<file path="config.mk">
export PLATFORM = sky130hd
export DESIGN_NAME = thread_guard
export DESIGN_NICKNAME = d
export VERILOG_FILES = /design/src/rtl/tg_pkg.sv /design/src/rtl/tg_region_lookup.sv /design/src/rtl/tg_perm_check.sv /design/src/rtl/tg_entry_check.sv /design/src/rtl/thread_guard.sv
export SDC_FILE = /design/constraint.sdc
export NUM_CORES = 2
export LEC_CHECK = 0
export ABC_AREA = 1
export CAP_MARGIN = 30
export CORE_AREA = 2 2 521 523
export DETAILED_ROUTE_END_ITERATION = 6
export DIE_AREA = 0 0 523 525
export DONT_BUFFER_PORTS = 1
export PLACE_DENSITY = 0.3
export SLEW_MARGIN = 20
export SYNTH_ARGS = -nofsm -noshare
export SYNTH_HDL_FRONTEND = slang
export SYNTH_SLANG_ARGS = --single-unit
</file>
<file path="constraint.sdc">
create_clock -name clk_i -period 8 [get_ports clk_i]
set_input_delay 1.6 -clock clk_i [delete_from_list [all_inputs] [get_ports clk_i]]
set_output_delay 1.6 -clock clk_i [all_outputs]
set_load 0.02 [all_outputs]
</file>
<file path="src/rtl/tg_pkg.sv">
package tg_pkg;
  typedef enum logic [2:0] {
    FK_NONE  = 3'd0,
    FK_READ  = 3'd1,
    FK_WRITE = 3'd2,
    FK_XFER  = 3'd3,
    FK_PC    = 3'd4
  } fault_kind_e;
endpackage

</file>
<file path="src/rtl/tg_region_lookup.sv">
module tg_region_lookup #(
  parameter int NUM_REGIONS = 8,
  parameter int ADDR_W      = 32,
  parameter int LINK_W      = 3
) (
  input  logic [ADDR_W-1:0]             addr_i,
  input  logic [NUM_REGIONS*ADDR_W-1:0] base_i,
  input  logic [NUM_REGIONS*ADDR_W-1:0] limit_i,
  input  logic [NUM_REGIONS*LINK_W-1:0] link_i,
  output logic                          hit_o,
  output logic [LINK_W-1:0]             link_o
);
  logic [NUM_REGIONS-1:0] match;

  for (genvar r = 0; r < NUM_REGIONS; r++) begin : g_cmp
    assign match[r] = (addr_i >= base_i[r*ADDR_W +: ADDR_W]) &&
                      (addr_i <= limit_i[r*ADDR_W +: ADDR_W]);
  end

  // lowest index overrides: scan from the top down
  always_comb begin
    hit_o  = 1'b0;
    link_o = '0;
    for (int r = NUM_REGIONS - 1; r >= 0; r--) begin
      if (match[r]) begin
        hit_o  = 1'b1;
        link_o = link_i[r*LINK_W +: LINK_W];
      end
    end
  end
endmodule

</file>
<file path="src/rtl/tg_perm_check.sv">
module tg_perm_check #(
  parameter int LINK_W = 3,
  localparam int NUM_LINKS = 1 << LINK_W
) (
  input  logic [LINK_W-1:0]              code_link_i,
  input  logic [LINK_W-1:0]              data_link_i,
  input  logic                           we_i,
  input  logic [NUM_LINKS*NUM_LINKS*2-1:0] perm_i,
  output logic                           allow_o
);
  logic [2*LINK_W:0] pidx;
  logic [1:0]        code;

  assign pidx    = {code_link_i, data_link_i, 1'b0};
  assign code    = perm_i[pidx +: 2];
  assign allow_o = we_i ? code[1] : code[0];
endmodule

</file>
<file path="src/rtl/tg_entry_check.sv">
module tg_entry_check #(
  parameter int LINK_W      = 3,
  parameter int NUM_ENTRIES = 2,
  parameter int ADDR_W      = 32,
  localparam int NUM_LINKS  = 1 << LINK_W,
  localparam int SLICE_W    = NUM_ENTRIES * ADDR_W
) (
  input  logic [ADDR_W-1:0]                      tgt_i,
  input  logic [LINK_W-1:0]                      link_i,
  input  logic [NUM_LINKS*SLICE_W-1:0]           entry_i,
  input  logic [NUM_LINKS*NUM_ENTRIES-1:0]       entry_vld_i,
  output logic                                   hit_o
);
  logic [SLICE_W-1:0]     slots;
  logic [NUM_ENTRIES-1:0] vlds;
  logic [NUM_ENTRIES-1:0] slot_hit;

  assign slots = entry_i[int'(link_i)*SLICE_W +: SLICE_W];
  assign vlds  = entry_vld_i[int'(link_i)*NUM_ENTRIES +: NUM_ENTRIES];

  for (genvar e = 0; e < NUM_ENTRIES; e++) begin : g_slot
    assign slot_hit[e] = vlds[e] && (slots[e*ADDR_W +: ADDR_W] == tgt_i);
  end

  assign hit_o = |slot_hit;
endmodule

</file>
<file path="src/rtl/thread_guard.sv">
module thread_guard
  import tg_pkg::*;
#(
  parameter int NUM_REGIONS = 8,
  parameter int ADDR_W      = 32,
  parameter int LINK_W      = 3,
  parameter int NUM_ENTRIES = 2,
  localparam int NUM_LINKS  = 1 << LINK_W
) (
  input  logic                                 clk_i,
  input  logic                                 rst_ni,
  input  logic [NUM_REGIONS*ADDR_W-1:0]        cfg_base_i,
  input  logic [NUM_REGIONS*ADDR_W-1:0]        cfg_limit_i,
  input  logic [NUM_REGIONS*LINK_W-1:0]        cfg_link_i,
  input  logic [NUM_LINKS-1:0]                 cfg_code_mask_i,
  input  logic [NUM_LINKS*NUM_LINKS*2-1:0]     cfg_perm_i,
  input  logic [NUM_LINKS*NUM_ENTRIES*ADDR_W-1:0] cfg_entry_i,
  input  logic [NUM_LINKS*NUM_ENTRIES-1:0]     cfg_entry_vld_i,
  input  logic [ADDR_W-1:0]                    pc_i,
  input  logic                                 dacc_vld_i,
  input  logic                                 dacc_we_i,
  input  logic [ADDR_W-1:0]                    dacc_addr_i,
  input  logic                                 xfer_vld_i,
  input  logic [ADDR_W-1:0]                    xfer_tgt_i,
  output logic                                 fault_o,
  output logic [2:0]                           fault_kind_o,
  output logic [ADDR_W-1:0]                    fault_addr_o,
  output logic [LINK_W-1:0]                    active_link_o,
  output logic [LINK_W-1:0]                    stack_sel_o
);
  logic              pc_hit, d_hit, t_hit;
  logic [LINK_W-1:0] pc_link, d_link, t_link;
  logic              pc_ok, d_allow, entry_hit, xfer_ok;
  logic              pc_bad, data_bad, xfer_bad, xfer_cross;
  fault_kind_e       kind_d, kind_q;
  logic [ADDR_W-1:0] addr_d, addr_q;
  logic [LINK_W-1:0] stack_q;

  tg_region_lookup #(.NUM_REGIONS(NUM_REGIONS), .ADDR_W(ADDR_W), .LINK_W(LINK_W)) u_pc_lk (
    .addr_i(pc_i), .base_i(cfg_base_i), .limit_i(cfg_limit_i), .link_i(cfg_link_i),
    .hit_o(pc_hit), .link_o(pc_link)
  );

  tg_region_lookup #(.NUM_REGIONS(NUM_REGIONS), .ADDR_W(ADDR_W), .LINK_W(LINK_W)) u_data_lk (
    .addr_i(dacc_addr_i), .base_i(cfg_base_i), .limit_i(cfg_limit_i), .link_i(cfg_link_i),
    .hit_o(d_hit), .link_o(d_link)
  );

  tg_region_lookup #(.NUM_REGIONS(NUM_REGIONS), .ADDR_W(ADDR_W), .LINK_W(LINK_W)) u_tgt_lk (
    .addr_i(xfer_tgt_i), .base_i(cfg_base_i), .limit_i(cfg_limit_i), .link_i(cfg_link_i),
    .hit_o(t_hit), .link_o(t_link)
  );

  tg_perm_check #(.LINK_W(LINK_W)) u_perm (
    .code_link_i(pc_link), .data_link_i(d_link), .we_i(dacc_we_i),
    .perm_i(cfg_perm_i), .allow_o(d_allow)
  );

  tg_entry_check #(.LINK_W(LINK_W), .NUM_ENTRIES(NUM_ENTRIES), .ADDR_W(ADDR_W)) u_entry (
    .tgt_i(xfer_tgt_i), .link_i(t_link), .entry_i(cfg_entry_i),
    .entry_vld_i(cfg_entry_vld_i), .hit_o(entry_hit)
  );

  assign pc_ok      = pc_hit && cfg_code_mask_i[pc_link];
  assign xfer_cross = t_link != pc_link;
  assign xfer_ok    = t_hit && cfg_code_mask_i[t_link] && (!xfer_cross || entry_hit);

  assign pc_bad   = (dacc_vld_i || xfer_vld_i) && !pc_ok;
  assign data_bad = dacc_vld_i && pc_ok && !(d_hit && d_allow);
  assign xfer_bad = xfer_vld_i && pc_ok && !xfer_ok;
  assign fault_o  = pc_bad || data_bad || xfer_bad;

  always_comb begin
    kind_d = kind_q;
    addr_d = addr_q;
    if (pc_bad) begin
      kind_d = FK_PC;
      addr_d = pc_i;
    end else if (data_bad) begin
      kind_d = dacc_we_i ? FK_WRITE : FK_READ;
      addr_d = dacc_addr_i;
    end else if (xfer_bad) begin
      kind_d = FK_XFER;
      addr_d = xfer_tgt_i;
    end
  end

  always_ff @(posedge clk_i or negedge rst_ni) begin
    if (!rst_ni) begin
      kind_q  <= FK_NONE;
      addr_q  <= '0;
      stack_q <= '0;
    end else begin
      kind_q <= kind_d;
      addr_q <= addr_d;
      if (xfer_vld_i && pc_ok && xfer_ok && xfer_cross) stack_q <= t_link;
    end
  end

  assign fault_kind_o  = kind_q;
  assign fault_addr_o  = addr_q;
  assign active_link_o = pc_link;
  assign stack_sel_o   = stack_q;
endmodule

</file>
# == Yosys cells after proc, flatten, opt, wreduce, memory -nomap -nowiden ==
# Index checks and enable logic that the tools add are counted.
# classes
n_eq_ne,3
shifts,3
reduce_logical,47
muxes,60
order_cmp,50
# ops
operator,n
32-bit greater-or-equal comparator,24
32-bit less-or-equal comparator,24
512-bit by 10-bit indexed part select with 64-bit output,1
128-bit by 8-bit indexed part select with 2-bit output,1
32-bit 2-to-1 mux,3
3-bit 2-to-1 mux,27
32-bit equality test,2
1-bit logical AND,37
1-bit 2-to-1 mux,27
16-bit by 5-bit indexed part select with 2-bit output,1
3-bit by 4-bit < comparator with 1-bit output (second input constant),2
1-bit binary-select mux with 3-bit select,2
1-bit logical NOT,4
1-bit logical OR,4
3-bit inequality test,1
3-bit nonzero test,1
2-bit 2-to-1 mux,1
2-bit OR reduction,1
# word_totals
output_inout_bits,42
word_cells,166
reg_bits,38
inputBits,1301

# == Depth between registers and ports, before layout ==
# depth
depth_word,21
mapped_depth,44

# == Cells and area by module ==
# Synthesis repeated with hierarchy kept, for this count alone.
# unflattened
hier_cells,8906
area_unflattened_um2,52255.1
# modules_own_cells
module,cells_per_inst,area_per_inst_um2,n_inst
tg_region_lookup,2179,13681.9,3
tg_entry_check,1698,7161.9,1
thread_guard,375,2708.8,1
tg_perm_check,296,1338.8,1

# == Least setup slack after synthesis ==
# Ideal clock, no wire load.
# synth_timing
path_kind,in2out
from,in xfer_tgt_i[0]
to,out fault_o
n_path_buf,3
setup_slack_ns,1.577
arrival_ns,4.823
path_stages,37
cell_sequence,inv_1 > ha_1 > inv_1 > nand2_1 > nand2_1 > nand2_1 > nand2_1 > nand2_1 > nand2_1 > nand2_1 > nand2_1 > nand2_1 > nand2_1 > nand2_1 > nand2_1 > or2_0 > nand3b_1 > nand3_1 > nand2_1 > nand2_1 > nand2_1 > nand2_1 > nand2_2 > buf_2 > buf_2 > nand3_1 > nand3_1 > nand4_1 > nor2_1 > nand2_1 > nor2_1 > nand2_1 > nand3_1 > nand2_1 > nand2_4 > nand3_4 > buf_6
# synth_via
elab_chain_cells,19
elab_cells_between_ends,57
classes_between,16 x order compare; 3 x eq/ne; 2 x shift; 18 x mux; 18 x reduce/logical
# synth_rtl
item,line,source
start: declaration,thread_guard.sv:24,"input logic [ADDR_W-1:0] xfer_tgt_i,"
32-bit greater-or-equal comparator / 32-bit less-or-equal comparator (equally long branches),"tg_region_lookup.sv:16, tg_region_lookup.sv:17",
1-bit logical AND,tg_region_lookup.sv:16,assign match[r] = (addr_i >= base_i[r*ADDR_W +: ADDR_W]) &&
3-bit 2-to-1 mux (8 in a row),tg_region_lookup.sv:25,if (match[r]) begin
512-bit by 10-bit indexed part select with 64-bit output,tg_entry_check.sv:18,assign slots = entry_i[int'(link_i)*SLICE_W +: SLICE_W];
32-bit equality test,tg_entry_check.sv:22,assign slot_hit[e] = vlds[e] && (slots[e*ADDR_W +: ADDR_W] == tgt_i);
1-bit logical AND,tg_entry_check.sv:22,
2-bit OR reduction,tg_entry_check.sv:25,assign hit_o = |slot_hit;
1-bit logical OR,thread_guard.sv:66,assign xfer_ok = t_hit && cfg_code_mask_i[t_link] && (!xfer_cross || entry_hit);
1-bit logical AND (*),thread_guard.sv:66,
1-bit logical NOT (*),thread_guard.sv:70,assign xfer_bad = xfer_vld_i && pc_ok && !xfer_ok;
1-bit logical AND (*),thread_guard.sv:70,
1-bit logical OR (*),thread_guard.sv:71,assign fault_o = pc_bad || data_bad || xfer_bad;
end: declaration,thread_guard.sv:25,"output logic fault_o,"
# Mark *: on every way between the ends. The rest lies on a longest branch, timed or not. The select of a mux whose other input is x is not followed.

# == Worst setup path in the final report ==
# layout_timing
from,in cfg_base_i[254]
to,out fault_o
# layout_via
elab_chain_cells,19
elab_cells_between_ends,84
classes_between,3 x order compare; 3 x eq/ne; 3 x shift; 53 x mux; 22 x reduce/logical
# layout_rtl
item,line,source
start: declaration,thread_guard.sv:12,"input logic [NUM_REGIONS*ADDR_W-1:0] cfg_base_i,"
32-bit greater-or-equal comparator,tg_region_lookup.sv:16,
1-bit logical AND,tg_region_lookup.sv:16,
3-bit 2-to-1 mux (8 in a row),tg_region_lookup.sv:25,
512-bit by 10-bit indexed part select with 64-bit output,tg_entry_check.sv:18,
32-bit equality test,tg_entry_check.sv:22,
1-bit logical AND,tg_entry_check.sv:22,
2-bit OR reduction,tg_entry_check.sv:25,
1-bit logical OR,thread_guard.sv:66,
1-bit logical AND,thread_guard.sv:66,
1-bit logical NOT,thread_guard.sv:70,
1-bit logical AND,thread_guard.sv:70,
1-bit logical OR (*),thread_guard.sv:71,
# Marked as above.

==> reports/qor.yml <==
global_route:
  grt_first_pass_wirelength_mm: 490
  grt_usage: 0.263
  grt_max_degree: 68
  grt_pass1_vias: 54300
  grt_overflow_total: 0
  antenna_found_initial: 138
setup_path:
  crit_fanout: 18
  slowest_stage: "bufbuf_16"
  cp-end-kind: "output port"
  cp.required_ps: 6400
  reg2reg_to: "fault_addr_o[17]$_DFFE_PN0P_"
  worstPathArrival_ps: 6230
  r2r_cells: 2
  start_kind: "input pin"
  crit_type: "in2out"
  cpPeakStageDelay_ps: 400
  crit_top_cell: "nand2_1"
  r2r_setup_slack_ps: 7200
  regToRegStartpoint: "fault_addr_o[17]$_DFFE_PN0P_"
synth:
  avgSynthCellArea_um2: 6.33
  yosysWarnings: 0
  syn_nets: 10100
  netlist.area_leader.share: 0.417
  ys_seq_elements: 38
  synth-simple-area-share: 0.327
  synth_cell_type_count: 55
  synth_adder_area_share: 0.417
  async_reset_ff_frac: 1.00
  synth_edf_count: 0
  synthMuxAreaShare: 0
  synth_top_family_by_area: "adder cells"
  synth-main-ff-cell: "dfrtp_1"
  ys_top_cells_by_count: "nand2_1 (1,815), ha_1 (1,536), nand3_1 (1,010), inv_1 (855), a21oi_1 (730)"
  syn_inst: 7272
  synth_compound_area_frac: 0.145
  synth_seq_area_share: 0.0206
  synth_most_common_cell: "nand2_1"
  yosys.area.top_type: "ha_1"
  synthesis.area_mm2: 0.0461
  synth_xor_area_frac: 0.00133
  ys_top_cells_by_area: "ha_1 (42%), nand2_1 (15%), nand3_1 (11%), a21oi_1 (7.9%), inv_1 (7.0%)"
routing:
  drt_iter0_drc: 3918
  routedWlPerCell_um: 33.0
  drt-pass1-iter-count: 6
  ant_nets: 0
  finalWirelength_mm: 377
  drc: 0
  route.vias.total: 55200
  vias_per_cell: 4.82
floorplan:
  start_util: 0.171
  ioPinCount: 1343
  coreArea_mm2: 0.269
  num_rows: 191
  fp.dieW_um: 523
  die_area_mm2: 0.275
  die-height_um: 525
sta:
  period_share: 0.979
  tightest_slew_ps: 874
  min_period_ps: 7830
  slew_headroom: 0.417
  finClkSkew_ps: 0
  fmax_mhz: 128
  tns_ps: 0
  hold_viol: 0
  finalWorstSetupSlack_ps: 169
  setup-violations-final: 0
  finalMaxSlewViolations: 0
clock_network:
  cts_max_level: 2
  clk_path_buf_depth: 2
  cts_tree: "yes"
  clkTransAtPathRegs_ps: 60
  cts_buffers: 5
  numClockSinks: 38
  clock_latency_ps: 280
  clockRootBuffer: "clkbuf_16"
placed_design:
  dp_slack_ps: -768
  gp_congestion: 0.917
  portBuffers: 0
  hpwlAfterDp_mm: 305
  placed_area_mm2: 0.0555
final_layout:
  fin_area_mm2: 0.0566
  final_nets: 10600
  area_growth_pct: 22.9
  final_util: 0.210
  drive_above_1_share: 0.109
power_and_ir_drop:
  p_per_area_mw_per_mm2: 129
  power.total_w: 0.00731
  ir_worst_vdd_mv: 0.0956
  leakage_nw: 30.0
status:
  status: "complete, no violations"
job:
  maxCapViolCount: 0
worst_hold_path:
  hp-start: "stack_sel_o[0]$_DFFE_PN0P_"
  worstHoldPathCells: 2
  hold_path_class: "reg2reg"
  min_to: "stack_sel_o[0]$_DFFE_PN0P_"
how the worst max path moves through the flow:
stage | from | to | slack [ps] | depth (start not counted)
after CTS | cfg_limit_i[165] | fault_o | 0.7 | 38
after global placement | cfg_base_i[254] | fault_o | -770 | 36
after detailed placement | cfg_base_i[254] | fault_o | -770 | 36
final | cfg_base_i[254] | fault_o | 170 | 31
after floorplan | xfer_tgt_i[0] | fault_o | 1580 | 37
after global routing | cfg_base_i[63] | fault_o | -5 | 35
timing repair:
action | CTS | global route
endpoints found under the setup margin | 1 | 1
pin swaps | 8 | 18
hold endpoints to repair | 0 | 0
hold buffers | 0 | 0
gates resized for setup | 37 | 87
cloned | 3 | 1
setup buffers | 10 | 3
cell families after synthesis:
group,after synthesis
and+or+nand+nor,3466
adders and majority gates,1536
AOI/OAI and AO/OA,1200
DFF,38
buffers and inverters,1025
xor gates and xnor gates,7
layout by cell type (no fill, tap or decap), drive strengths merged, types with 12 or more instances in the layout:
cell type / count
a211oi: 28
o2111ai: 13
nor3: 73
dfrtp: 38
nand3: 1011
o21a: 51
nor2: 323
diode: 79
o31ai: 14
o21ai: 238
nand4: 146
o211ai: 46
a31oi: 15
inv: 860
or2: 35
a21oi: 731
o221ai: 24
buf: 675
nor4: 32
ha: 1536
a21o: 12
nand2: 1825
critical path, delay by kind of cell:
family,cells,cell delay [ps]
buffers and inverters,5,970
adders and majority gates,1,260
AOI/OAI and AO/OA,2,140
and+or+nand+nor,23,3230
flip-flops by register name, summed over array words and instances (netlist names):
register and flops:
stack_sel_o 3, fault_addr_o 32, fault_kind_o 3
metrics by stage:
stage / cells / hold WS (ps)
2_1_floorplan: 7272 / 592
3_3_place_gp: 11300 / 641
3_5_place_dp: 11300 / 628
4_1_cts: 11400 / 642
5_1_grt: 11400 / 673
6_report: 11400 / 639
metal layers:
| metal | track usage | up-vias | wire length [µm] |
|---|---|---|---|
| met3 | 0.0384 | 475 | 19700 |
| li1 | - | 26500 | - |
| met1 | 0.290 | 26200 | 144000 |
| met4 | 0.142 | 64 | 21800 |
| met5 | 0 | - | 447 |
| met2 | 0.478 | 1945 | 191000 |
area by class of cell:
type | instances | area, µm²
Tap cell | 3570 | 4470
Clock inverter | 3 | 40.0
Multi-Input combinational cell | 6209 | 41600
Timing Repair Buffer | 679 | 6030
Fill cell | 30600 | 213000
Inverter | 861 | 3250
Clock buffer | 5 | 125
Sequential cell | 38 | 951
Antenna cell | 79 | 198
report_power, final:
part / internal [W] / switching (W) / total (W)
sequential: 0.000294 / 0.000223 / 0.000517
combinational: 0.00246 / 0.00410 / 0.00656
clock: 0.000146 / 0.0000839 / 0.000230
No activity file was read; power rests on OpenSTA's default activity.
